--- src/rtl/i2c_se_pkg.sv ---
package i2c_se_pkg;
  typedef enum logic [3:0] {
    S_IDLE, S_ADDR, S_AWAIT, S_ACK, S_RX, S_RWAIT, S_TWAIT, S_TX, S_TACK
  } st_e;
endpackage

--- src/rtl/i2c_se_sync.sv ---
module i2c_se_sync #(
  parameter int STAGES = 2
) (
  input  logic clk_i,
  input  logic rst_ni,
  input  logic d_i,
  output logic q_o
);
  logic [STAGES-1:0] r_q;

  always_ff @(posedge clk_i or negedge rst_ni) begin
    if (!rst_ni) r_q <= '1;
    else         r_q <= {r_q[STAGES-2:0], d_i};
  end

  assign q_o = r_q[STAGES-1];
endmodule

--- src/rtl/i2c_se_linemon.sv ---
module i2c_se_linemon #(
  parameter int SYNC_STAGES = 2
) (
  input  logic clk_i,
  input  logic rst_ni,
  input  logic sda_i,
  input  logic scl_i,
  output logic sda_o,
  output logic start_o,
  output logic stop_o,
  output logic rise_o,
  output logic fall_o
);
  localparam int LINES = 2;  // bit 0 sda, bit 1 scl

  logic [LINES-1:0] raw, syn, prev_q;
  logic scl_hi;

  assign raw = {scl_i, sda_i};

  for (genvar g = 0; g < LINES; g++) begin : g_sync
    i2c_se_sync #(.STAGES(SYNC_STAGES)) u_sync (
      .clk_i (clk_i),
      .rst_ni(rst_ni),
      .d_i   (raw[g]),
      .q_o   (syn[g])
    );
  end

  always_ff @(posedge clk_i or negedge rst_ni) begin
    if (!rst_ni) prev_q <= '1;
    else         prev_q <= syn;
  end

  assign scl_hi  = syn[1] & prev_q[1];
  assign start_o = scl_hi & prev_q[0] & ~syn[0];
  assign stop_o  = scl_hi & ~prev_q[0] & syn[0];
  assign rise_o  = syn[1] & ~prev_q[1];
  assign fall_o  = ~syn[1] & prev_q[1];
  assign sda_o   = syn[0];
endmodule

--- src/rtl/i2c_se_shifter.sv ---
module i2c_se_shifter #(
  parameter int W = 8
) (
  input  logic         clk_i,
  input  logic         rst_ni,
  input  logic         load_i,
  input  logic [W-1:0] load_val_i,
  input  logic         shift_i,
  input  logic         bit_i,
  output logic [W-1:0] q_o
);
  always_ff @(posedge clk_i or negedge rst_ni) begin
    if (!rst_ni)      q_o <= '0;
    else if (load_i)  q_o <= load_val_i;
    else if (shift_i) q_o <= {q_o[W-2:0], bit_i};
  end
endmodule

--- src/rtl/i2c_slave_engine.sv ---
module i2c_slave_engine
  import i2c_se_pkg::*;
#(
  parameter int ADDR_W      = 7,
  parameter int DATA_W      = 8,
  parameter int SYNC_STAGES = 2
) (
  input  logic              clk_i,
  input  logic              rst_ni,
  input  logic [ADDR_W-1:0] own_addr_i,
  input  logic              sda_in_i,
  input  logic              scl_in_i,
  output logic              sda_out_o,
  output logic              scl_out_o,
  input  logic              resp_valid_i,
  input  logic              resp_nack_i,
  input  logic              data_wr_i,
  input  logic [DATA_W-1:0] data_wdata_i,
  output logic [DATA_W-1:0] data_rdata_o,
  output logic              flag_as_o,
  output logic              stop_o,
  output logic              flag_data_o,
  output logic              flag_coll_o,
  output logic              rw_o,
  output logic              mnack_o
);
  localparam int CNT_W = $clog2(DATA_W + 1);
  localparam logic [CNT_W-1:0] LAST = CNT_W'(DATA_W);

  st_e st_q;
  logic [CNT_W-1:0]  cnt_q;
  logic [DATA_W-1:0] sh_q, rdata_q;
  logic sda_q, hold_q, nack_q, rw_q, sel_q;
  logic flag_as_q, stop_q, flag_data_q, flag_coll_q, mnack_q;
  logic sda_s, start_w, stop_w, rise_w, fall_w;
  logic sh_load, sh_shift, service, clr, match;

  i2c_se_linemon #(.SYNC_STAGES(SYNC_STAGES)) u_mon (
    .clk_i  (clk_i),
    .rst_ni (rst_ni),
    .sda_i  (sda_in_i),
    .scl_i  (scl_in_i),
    .sda_o  (sda_s),
    .start_o(start_w),
    .stop_o (stop_w),
    .rise_o (rise_w),
    .fall_o (fall_w)
  );

  assign sh_load  = (st_q == S_TWAIT) && data_wr_i && !start_w && !stop_w;
  assign sh_shift = (((st_q == S_ADDR) || (st_q == S_RX)) && rise_w) ||
                    ((st_q == S_TX) && fall_w && (cnt_q != LAST));

  i2c_se_shifter #(.W(DATA_W)) u_sh (
    .clk_i     (clk_i),
    .rst_ni    (rst_ni),
    .load_i    (sh_load),
    .load_val_i(data_wdata_i),
    .shift_i   (sh_shift),
    .bit_i     (sda_s),
    .q_o       (sh_q)
  );

  assign match   = (sh_q[DATA_W-1 -: ADDR_W] == own_addr_i);
  // only the servicing write may clear flags while the clock is stretched
  assign service = (((st_q == S_AWAIT) || (st_q == S_RWAIT)) && resp_valid_i) ||
                   ((st_q == S_TWAIT) && data_wr_i);
  assign clr     = hold_q ? service : (resp_valid_i | data_wr_i);

  always_ff @(posedge clk_i or negedge rst_ni) begin
    if (!rst_ni) begin
      st_q        <= S_IDLE;
      cnt_q       <= '0;
      sda_q       <= 1'b1;
      hold_q      <= 1'b0;
      nack_q      <= 1'b0;
      rw_q        <= 1'b0;
      sel_q       <= 1'b0;
      flag_as_q   <= 1'b0;
      stop_q      <= 1'b0;
      flag_data_q <= 1'b0;
      flag_coll_q <= 1'b0;
      mnack_q     <= 1'b0;
      rdata_q     <= '0;
    end else begin
      if (clr) begin
        flag_as_q   <= 1'b0;
        flag_data_q <= 1'b0;
        flag_coll_q <= 1'b0;
      end
      if (start_w) begin
        st_q    <= S_ADDR;
        cnt_q   <= '0;
        sda_q   <= 1'b1;
        hold_q  <= 1'b0;
        sel_q   <= 1'b0;
        mnack_q <= 1'b0;
      end else if (stop_w) begin
        st_q   <= S_IDLE;
        sda_q  <= 1'b1;
        hold_q <= 1'b0;
        sel_q  <= 1'b0;
        if (sel_q) begin
          flag_as_q <= 1'b1;
          stop_q    <= 1'b1;
        end
      end else begin
        unique case (st_q)
          S_ADDR: begin
            if (rise_w) cnt_q <= cnt_q + 1'b1;
            else if (fall_w && cnt_q == LAST) begin
              if (match) begin
                flag_as_q <= 1'b1;
                stop_q    <= 1'b0;
                rw_q      <= sh_q[0];
                sel_q     <= 1'b1;
                hold_q    <= 1'b1;
                st_q      <= S_AWAIT;
              end else begin
                st_q <= S_IDLE;
              end
            end
          end
          S_AWAIT, S_RWAIT: begin
            if (resp_valid_i) begin
              nack_q <= resp_nack_i;
              sda_q  <= resp_nack_i;
              hold_q <= 1'b0;
              st_q   <= S_ACK;
            end
          end
          S_ACK: begin
            if (rise_w && nack_q && !sda_s) begin
              flag_coll_q <= 1'b1;
              sda_q       <= 1'b1;
              hold_q      <= 1'b0;
              st_q        <= S_IDLE;
            end else if (fall_w) begin
              sda_q <= 1'b1;
              cnt_q <= '0;
              if (nack_q) st_q <= S_IDLE;
              else if (rw_q) begin
                flag_data_q <= 1'b1;
                hold_q      <= 1'b1;
                st_q        <= S_TWAIT;
              end else st_q <= S_RX;
            end
          end
          S_RX: begin
            if (rise_w) cnt_q <= cnt_q + 1'b1;
            else if (fall_w && cnt_q == LAST) begin
              rdata_q     <= sh_q;
              flag_data_q <= 1'b1;
              hold_q      <= 1'b1;
              st_q        <= S_RWAIT;
            end
          end
          S_TWAIT: begin
            if (data_wr_i) begin
              sda_q  <= data_wdata_i[DATA_W-1];
              hold_q <= 1'b0;
              cnt_q  <= '0;
              st_q   <= S_TX;
            end
          end
          S_TX: begin
            if (rise_w) begin
              if (sda_q && !sda_s) begin
                flag_coll_q <= 1'b1;
                sda_q       <= 1'b1;
                hold_q      <= 1'b0;
                st_q        <= S_IDLE;
              end else cnt_q <= cnt_q + 1'b1;
            end else if (fall_w) begin
              if (cnt_q == LAST) begin
                sda_q <= 1'b1;
                st_q  <= S_TACK;
              end else sda_q <= sh_q[DATA_W-2];
            end
          end
          S_TACK: begin
            if (rise_w) mnack_q <= sda_s;
            else if (fall_w) begin
              flag_data_q <= 1'b1;
              if (mnack_q) st_q <= S_IDLE;
              else begin
                hold_q <= 1'b1;
                st_q   <= S_TWAIT;
              end
            end
          end
          default: ;
        endcase
      end
    end
  end

  assign sda_out_o    = sda_q;
  assign scl_out_o    = ~hold_q;
  assign data_rdata_o = rdata_q;
  assign flag_as_o    = flag_as_q;
  assign stop_o       = stop_q;
  assign flag_data_o  = flag_data_q;
  assign flag_coll_o  = flag_coll_q;
  assign rw_o         = rw_q;
  assign mnack_o      = mnack_q;
endmodule

--- config.mk ---
export PLATFORM = sky130hd
export DESIGN_NAME = i2c_slave_engine
export DESIGN_NICKNAME = d
export VERILOG_FILES = /design/src/rtl/i2c_se_pkg.sv /design/src/rtl/i2c_se_sync.sv /design/src/rtl/i2c_se_linemon.sv /design/src/rtl/i2c_se_shifter.sv /design/src/rtl/i2c_slave_engine.sv
export SDC_FILE = /design/constraint.sdc
export NUM_CORES = 1
export LEC_CHECK = 0
export ABC_CLOCK_PERIOD_IN_PS = 2200
export BUFFER_PORTS_ARGS = -buffer_cell sky130_fd_sc_hd__buf_2
export CAP_MARGIN = 0
export CORE_ASPECT_RATIO = 0.9
export CORE_MARGIN = 3
export CORE_UTILIZATION = 41
export CTS_BUF_LIST = sky130_fd_sc_hd__clkbuf_4 sky130_fd_sc_hd__clkbuf_8
export CTS_CLUSTER_DIAMETER = 150
export DETAILED_ROUTE_END_ITERATION = 16
export HOLD_SLACK_MARGIN = 0.12
export SYNTH_ARGS = -nofsm -noshare
export SYNTH_HDL_FRONTEND = slang
export SYNTH_SLANG_ARGS = --single-unit
--- constraint.sdc ---
create_clock -name clk_i -period 2.2 [get_ports clk_i]
set_clock_uncertainty 0.05 [all_clocks]
set_input_delay 0.22 -clock clk_i [delete_from_list [all_inputs] [get_ports clk_i]]
set_output_delay 0.22 -clock clk_i [all_outputs]
set_load 0.05 [all_outputs]
==> metrics.txt, run 1 <==
core area=5820 sq um; Avg Synthesized Cell Area=9.56 sq um; Pint=0.00238 W; initial antenna violation count=0; worst skew pair latency=0.30 ns; final setup vio count=4; Arr. time, crit path=2.37 ns; post-route ant nets=0; Post-Syn Instances=264; DR DRC count=0; Total GRT Usage=0.204; Mapped Nets=291; P&R area growth vs syn=35.4%; final hold vios=0; Yosys top cell area share=0.327; Worst Tran Pin Value=0.443 ns; Final Slew Violations=0; Root Buffer=clkbuf_8; fmax=0.449 GHz; clk sinks=40; Final Core Density=0.587; Net Sw Frac=0.404; number of max-cap violations=0; Worst Setup Start Kind=register; worst min-delay path class=in2reg; post-route setup TNS=-0.0412 ns; vias in the first global route=2171; Post-synth EDFFs=0; register area share after synthesis=0.400; unrepaired setup endpoints after global routing=true; Combinational Power Share=0.563; Req. time, crit path=2.34 ns; asr flop ratio synth=1.00; Die Area=7140 sq um; DRT Pass-1 Iters=4; Leak=1.53 nW; Synth area leader=dfrtp_1; clk buf depth=2; post-synthesis cell type count=58; pwr/cell area=1170 nW/um^2; Max H-tree Level=2; initial drt markers=154; CP Capture Type=register; CTS tree=done; GPL Wtd Cong=0.916; setup ws final=-0.0253 ns; number of top-level pins=38; Die X-Extent=88.7 um; Placed Cells=401; Num CTS Buffers=5; largest net degree at the start of global routing=27; diodes inserted=0; failing checks=setup timing; DR WL/cell=16.3 um; num rows=26; Flop pwr share=0.273; outcome=complete, but fails checks; NetSw=0.00161 W; clock slew at reported path FFs=0.09 ns; commonest register cell after synthesis=dfrtp_1; DP HPWL=5040 um; Port Buffers=37; top fanout value on the critical path=7; aggregate routed wire length=6860 um; Peak supply drop=0.000476 V; Tmin final=2.23 ns; die height=80.5 um; clock power share=0.165; global-route wire length before repair=11000 um; GRT overflow=0; Cell Count, Final, Fillers Out=420; critical path type=reg2reg; fin crit share=1.01; Vias/cell=5.51; FF+latch count, synth=40; Final #Nets=376; via count=2316; share of layout cells above drive strength 1=0.366; Area contributors post-synth=dfrtp_1 33%, dfstp_2 7.3%, mux2i_1 4.4%; Fin Hold WS=0.119 ns; Starting Density=0.434; Post-Syn Area=2520 sq um; max_slew headroom=0.703; Yosys Warn Count=0
final cells by class:
class                           count  area (sq um)
Multi-Input combinational cell    201          1500
Timing Repair Buffer               91           661
Clock inverter                      2          38.8
Tap cell                           70          87.6
Clock buffer                        6          82.6
Sequential cell                    40          1010
Inverter                           10          40.0
Fill cell                         532          2400
metal layers:
metal | GRT usage | share of wire | up-vias
met1 | 0.300 | 0.48 | 1109
met2 | 0.293 | 0.44 | 72
met3 | 0.0472 | 0.066 | 9
met5 | 0 | 0 | -
met4 | 0.0634 | 0.015 | 0
li1 | - | - | 1126
worst max-delay path, stage by stage (launching register included):
cell and delay (ns):
dfstp_2 0.55, buf_4 0.12, ha_4 0.17, inv_4 0.06, nor4b_4 0.30, nor3_4 0.08
nor3_4 0.22, mux2_4 0.31, a211o_1 0.25
state kept, by name, indices dropped and copies added (netlist names):
register and cells:
flag_data_o 1, st_q 4, u_mon.g_sync.u_sync.r_q 4, hold_q 1, data_rdata_o 8, u_mon.prev_q 2, stop_o 1, sel_q 1
rw_o 1, nack_q 1, cnt_q 4, u_sh.q_o 8, flag_coll_o 1, flag_as_o 1, mnack_o 1, sda_out_o 1
cells by family (layout without fill, tap and decap cells):
family          Yosys count  count (layout)  share of synthesized area
simple gates            100             100                      0.227
compound gates           64              64                      0.175
flops                    40              40                      0.400
mux                      23              23                     0.0971
buf+inv                  23             109                     0.0441
xor+xnor                  9               9                     0.0312
fa+ha+maj                 5               5                     0.0248
what timing repair did:
| action | 4_1_cts | 5_1_grt |
|---|---|---|
| gates resized for setup | 2 | 10 |
| endpoints found under the setup margin | 10 | 13 |
| setup buffers | 0 | 3 |
| hold buffers | 6 | 2 |
| endpoints found under the hold margin | 19 | 2 |
| pin swaps | 2 | 5 |
cells in the final DEF (no fill, tap or decap), types with 7 or more instances in the layout:
master,Yosys,final
buf_4,2,42
buf_2,2,37
dfrtp_1,33,33
nand2_1,26,25
nor2_1,26,25
a21oi_1,19,18
o21ai_0,11,11
mux2i_1,11,11
inv_1,9,9
nand3_1,9,8
mux2_1,9,8
dlygate4sd3_1,0,8
nand2b_1,7,7
dfstp_2,7,7
stage by stage:
| step | instance area, sq um | total power [W] | setup WS [ns] |
|---|---|---|---|
| finish | 3420 | 0.00400 | -0.0253 |
| global route | 3420 | 0.00429 | -0.121 |
| CTS | 3320 | 0.00397 | -0.00441 |
| detailed placement | 3130 | 0.00330 | -0.0494 |
| global placement | 3130 | 0.00328 | 0.0205 |
| floorplan | 2550 | 0.00259 | -0.0222 |
power groups by stage:
stage	combinational [W]	clock, W	sequential (W)
2_1_floorplan	0.00145	0	0.00114
3_3_place_gp	0.00218	0	0.00110
3_5_place_dp	0.00219	0	0.00110
4_1_cts	0.00221	0.000669	0.00109
5_1_grt	0.00246	0.000712	0.00112
6_report	0.00225	0.000658	0.00109
path summary, 6_finish.rpt:
path / startpoint / to / slack [ns] / cells past startpoint
worst min register to register: u_mon.g_sync[0].u_sync.r_q[0]$_DFF_PN1_ / u_mon.g_sync[0].u_sync.r_q[1]$_DFF_PN1_ / 0.31 / 0
min in group asynchronous: rst_ni / hold_q$_DFFE_PN0P_ / 0.31 / 2
max in group asynchronous: rst_ni / u_mon.prev_q[1]$_DFF_PN1_ / 1.08 / 3
worst min-delay path: data_wdata_i[3] / u_sh.q_o[3]$_DFFE_PN0P_ / 0.12 / 3
worst max-delay path: u_mon.g_sync[1].u_sync.r_q[1]$_DFF_PN1_ / st_q[0]$_DFFE_PN0P_ / -0.03 / 8
worst max register to register: u_mon.g_sync[1].u_sync.r_q[1]$_DFF_PN1_ / st_q[0]$_DFFE_PN0P_ / -0.03 / 8
Yosys cell counts, types with 3 or more instances:
| cell | instances |
|---|---|
| nor2b_1 | 3 |
| mux2_2 | 3 |
| o21ai_0 | 11 |
| xnor2_1 | 5 |
| nand4b_1 | 3 |
| xor2_1 | 4 |
| a21oi_1 | 19 |
| nor2_1 | 26 |
| a22oi_1 | 5 |
| nand3_1 | 9 |
| nand2_1 | 26 |
| clkbuf_1 | 6 |
| o21ai_1 | 6 |
| mux2_1 | 9 |
| nand3b_1 | 3 |
| ha_1 | 5 |
| dfstp_2 | 7 |
| nand2b_1 | 7 |
| mux2i_1 | 11 |
| nor4_1 | 3 |
| inv_1 | 9 |
| dfrtp_1 | 33 |
Power figures use the tool's default switching activity.
==> run 2, diff against run 1 <==
CORE_MARGIN = 4   (was 3)
==> run 2 against run 1 <==
  * The flow still finishes with violations (setup timing)
  * Die area is 4.8% higher
  * Combinational power grew 4%
  * Worst hold slack better by 0.00090 ns
  * Sequential power barely moved
  * Largest power group unchanged
==> metrics.txt, run 2 (same netlist as run 1, synthesis figures left out) <==
GPL Wtd Cong=0.976; Leak=1.52 nW; met2 usage=0.282; Crit path top cell by count=nor3_4; Worst Tran Pin Value=0.878 ns; DR WL/cell=16.5 um; Die X-Extent=90.7 um; Starting Density=0.434; Port Buffers=37; Vias/cell=5.48; pwr/cell area=1200 nW/um^2; CP Capture Type=register; GR peak layer=met1; share of layout cells above drive strength 1=0.382; clock slew at reported path FFs=0.08 ns; Req. time, crit path=2.34 ns; num rows=26; via count=2278; largest net degree at the start of global routing=41; worst setup path startpoint=u_mon.g_sync[1].u_sync.r_q[1]$_DFF_PN1_; Worst Setup Start Kind=register; R2R cell count=7; post-route setup TNS=-0.0415 ns; critical path type=reg2reg; Total GRT Usage=0.189; unrepaired setup endpoints after global routing=true; R2R setup slack=-0.03 ns; outcome=complete, but fails checks; worst reg2reg path startpoint=u_mon.g_sync[1].u_sync.r_q[1]$_DFF_PN1_; Placed Cells=400; NetSw=0.00168 W; commonest non-fill, non-tap cell in the layout=buf_4; Max H-tree Level=2; setup ws final=-0.0343 ns; max_slew headroom=0.415; clock power share=0.157; Root Buffer=clkbuf_8; Tmin final=2.23 ns; Critical Path Sink=st_q[0]$_DFFE_PN0P_; fmax=0.448 GHz; Net Sw Frac=0.407; top fanout value on the critical path=3; Pint=0.00244 W; met1 GRT Util=0.282; most frequent cells in the layout=39 x buf_4, 37 x buf_2, 32 x dfrtp_1, 25 x nand2_1, 25 x nor2_1; number of max-cap violations=0; Final #Nets=372; Flop pwr share=0.273; Cell Count, Final, Fillers Out=416; global-route wire length before repair=11100 um; Final Slew Violations=0; Critical-path top delay cell=dfstp_2; core area=5820 sq um; initial antenna violation count=0; Arr. time, crit path=2.37 ns; CTS tree=done; met3 Use GR=0.0380; DP Area=3090 sq um; DP HPWL=5050 um; final hold vios=0; fin crit share=1.02; Combinational Power Share=0.570; P&R area growth vs syn=35.5%; number of top-level pins=38; clk sinks=40; post-route ant nets=0; DRT Pass-1 Iters=4; final setup vio count=2; GRT overflow=0; Die Area=7480 sq um; Final Core Density=0.587; Worst R2R End=st_q[0]$_DFFE_PN0P_; CP peak stage delay=0.56 ns; die height=82.5 um; clk buf depth=2; worst min-delay path class=in2reg; vias in the first global route=2197; Peak supply drop=0.000535 V; aggregate routed wire length=6850 um; DR DRC count=0; Num CTS Buffers=5; initial drt markers=236; diodes inserted=0; post-route cell area=3420 sq um; failing checks=setup timing; worst skew pair latency=0.30 ns; Cell Chain, Critical Path=inv_1 > ha_4 > nor4b_4 > nor3_4 > nor3_4 > mux2_4 > a211o_1
## run 2: area by class of cell
cell class	count	area, sq um
inverters	10	40.0
well taps	70	87.6
repair buffers	87	614
fillers	508	2400
clock buffers	6	82.6
multi-input cells	201	1550
flip-flops and latches	40	1010
clock inverters	2	38.8
## run 2: stage by stage
| stage | worst slack, ns | hold slack, ns | power, W |
|---|---|---|---|
| floorplan | -0.0222 | -0.126 | 0.00259 |
| detailed placement | -0.0298 | 0.276 | 0.00329 |
| finish | -0.0343 | 0.119 | 0.00412 |
| global placement | 0.0125 | 0.277 | 0.00327 |
| global route | -0.130 | 0.130 | 0.00439 |
| CTS | -0.0365 | 0.120 | 0.00397 |
## run 2: routing by layer
layer / wire length (um) / up-vias
li1: - / 1117
met1: 3300 / 1089
met2: 3100 / 68
met3: 398 / 4
met4: 46 / 0
met5: 0 / -
## run 2: power groups by stage
stage,clock [W],combinational [W],sequential [W]
final,0.000648,0.00235,0.00112
after global routing,0.000691,0.00254,0.00116
after CTS,0.000666,0.00218,0.00112
after detailed placement,0,0.00216,0.00113
after global placement,0,0.00214,0.00113
after floorplan,0,0.00145,0.00114
## run 2: critical path: cells and delay by family, from the launching register on
kind	cells	cell delay (ns)
AOI/OAI and AO/OA	1	0.25
adders and majority gates	1	0.25
buffers and inverters	1	0.07
DFF	1	0.56
muxes	1	0.32
and+or+nand+nor	3	0.63
## run 2: worst min-delay path by stage
stage               startpoint                                       to  slack [ns]  cells after the start
4_1_cts        data_wdata_i[6]                  u_sh.q_o[6]$_DFFE_PN0P_        0.12                      3
3_5_place_dp          scl_in_i  u_mon.g_sync[1].u_sync.r_q[0]$_DFF_PN1_        0.28                      1
2_1_floorplan           rst_ni                     cnt_q[0]$_DFFE_PN0P_       -0.13                      0
3_3_place_gp          scl_in_i  u_mon.g_sync[1].u_sync.r_q[0]$_DFF_PN1_        0.28                      1
5_1_grt        data_wdata_i[3]                  u_sh.q_o[3]$_DFFE_PN0P_        0.13                      3
6_report       data_wdata_i[6]                  u_sh.q_o[6]$_DFFE_PN0P_        0.12                      3
## run 2: timing repair
action / 4_1_cts / 5_1_grt
hold buffers: 4 / 0
setup endpoints to repair: 10 / 15
gates resized for setup: 3 / 22
pin swaps: 0 / 11
hold endpoints to repair: 36 / 0
setup buffers: 0 / 4
==> run 3, diff against run 2 <==
REMOVE_ABC_BUFFERS = 1   (was not set)
==> run 3 against run 2 <==
  * The run still ends with setup timing left
  * Worst hold slack improved by 0.0096 ns
  * Setup slack worse by 0.035 ns
  * First-iteration DRC count down 28%
  * Critical endpoint unchanged
  * Sequential share of layout area shrank 0.52 points
  * Total power fell by 3.4%
  * Die area unchanged
  * Register-to-register slack worse by 0.03 ns
  * Fmax shrank 1.5%
  * Combinational power about the same
  * Clock power shrank 19%
  * Count of clock-buffer cells in the layout unchanged
  * Routed wire length grew 0.13%
==> metrics.txt, run 3 (same netlist as run 1, synthesis figures left out) <==
outcome=complete, but fails checks; failing checks=setup timing; Worst Tran Pin Value=0.806 ns; worst min-delay path class=in2reg; CP Capture Type=register; worst path buffer plus inverter count=3; num rows=26; DR WL/cell=15.9 um; Final Slew Violations=0; max_slew headroom=0.463; Crit path top cell by count=buf_6; Vias/cell=5.37; CTS tree=done; CP peak stage delay=0.54 ns; unrepaired setup endpoints after global routing=true; initial antenna violation count=0; number of top-level pins=38; met3 Use GR=0.0399; GR peak layer=met2; final setup vio count=2; Peak supply drop=0.000471 V; Root Buffer=clkbuf_8; DP Area=3190 sq um; share of layout cells above drive strength 1=0.417; DP HPWL=5080 um; aggregate routed wire length=6860 um; Final #Nets=386; setup ws final=-0.0692 ns; Placed Cells=415; DR DRC count=0; Tmin final=2.27 ns; Starting Density=0.434; critical path type=reg2reg; via count=2310; GPL Wtd Cong=0.887; global-route wire length before repair=12000 um; Num CTS Buffers=5; number of max-cap violations=0; most frequent cells in the layout=54 x buf_4, 37 x buf_2, 31 x dfrtp_1, 26 x nand2_1, 26 x nor2_1; met2 usage=0.323; Die X-Extent=90.7 um; Cell Chain, Critical Path=inv_2 > ha_4 > buf_6 > nand2b_4 > buf_6 > nor2_4 > o22ai_4 > nor3_4 > mux2_4 > a211o_1; Worst Setup Start Kind=register; fmax=0.441 GHz; clk sinks=40; commonest non-fill, non-tap cell in the layout=buf_4; clk buf depth=2; Arr. time, crit path=2.40 ns; Port Buffers=37; Top Family by Delay on Critical Path=flip-flops; final hold vios=0; DRT Pass-1 Iters=4; Total GRT Usage=0.202; vias in the first global route=2335; pre-CTS setup slack=-0.180 ns; diodes inserted=0; post-route ant nets=0; Die Area=7480 sq um; total chip power=0.00398 W; initial drt markers=170; core area=5820 sq um; clock slew at reported path FFs=0.08 ns; Cell Count, Final, Fillers Out=430; top fanout value on the critical path=6; Leak=1.56 nW; Req. time, crit path=2.33 ns; Max H-tree Level=2; post-route cell area=3490 sq um; worst skew pair latency=0.29 ns; GRT overflow=0; pwr/cell area=1140 nW/um^2; Critical-path top delay cell=dfstp_2; largest net degree at the start of global routing=37; die height=82.5 um; fin crit share=1.03; P&R area growth vs syn=38.1%; met1 GRT Util=0.286
-- run 3: cell count changes in the layout (fill, tap and decap cells not counted), sizes merged --
cell	change
buf	+14
clkinvlp	+2
bufinv	-1
clkinv	-1
-- run 3: area by class of cell --
cell class / instances / area (sq um)
fillers: 526 / 2340
multi-input cells: 201 / 1530
flip-flops and latches: 40 / 1010
repair buffers: 101 / 724
well taps: 70 / 87.6
clock buffers: 6 / 82.6
inverters: 10 / 37.5
clock inverters: 2 / 15.0
-- run 3: timing repair --
item,in CTS,in global routing
setup buffers,4,0
gates resized for setup,15,14
pin swaps,8,5
setup endpoints to repair,12,17
hold buffers,4,0
hold endpoints to repair,36,0
-- run 3: path summary, 6_finish.rpt --
check                                                         from                                      end  slack (ns)  depth (start not counted)
min in group asynchronous                                   rst_ni                      mnack_o$_DFFE_PN0P_        0.50                          2
max in group asynchronous                                   rst_ni  u_mon.g_sync[0].u_sync.r_q[1]$_DFF_PN1_        0.95                          3
hold reg to reg            u_mon.g_sync[1].u_sync.r_q[0]$_DFF_PN1_  u_mon.g_sync[1].u_sync.r_q[1]$_DFF_PN1_        0.31                          0
setup / recovery                         u_mon.prev_q[1]$_DFF_PN1_                      st_q[0]$_DFFE_PN0P_       -0.07                         10
setup reg to reg                         u_mon.prev_q[1]$_DFF_PN1_                      st_q[0]$_DFFE_PN0P_       -0.07                         10
hold / removal                                     data_wdata_i[6]                  u_sh.q_o[6]$_DFFE_PN0P_        0.13                          3
-- run 3: report_power, final --
part	internal (W)	leakage, nW	switching (W)
combinational	0.00115	1.03	0.00117
sequential	0.000923	0.486	0.000207
clock	0.000254	0.0434	0.000274
-- run 3: layer usage --
layer,vias to the layer above,wire (um),share of wire
met2,58,3140,0.46
met4,0,81,0.012
li1,1148,-,-
met3,8,349,0.051
met1,1096,3280,0.48
met5,-,0,0
-- run 3: stage by stage --
step           utilization  TNS [ns]  hold slack, ns
2_1_floorplan            -     -1.28          -0.126
3_3_place_gp         0.548    -0.818           0.278
3_5_place_dp         0.548     -1.55           0.279
4_1_cts              0.588   -0.0584           0.124
5_1_grt              0.599    -0.770           0.135
6_report             0.599   -0.0757           0.129
-- run 3: worst register-to-register path: stages, from the launching register on --
cell,delay (ns)
dfstp_2,0.54
inv_2,0.04
ha_4,0.15
buf_6,0.12
nand2b_4,0.14
buf_6,0.11
nor2_4,0.11
o22ai_4,0.10
nor3_4,0.22
mux2_4,0.32
a211o_1,0.26
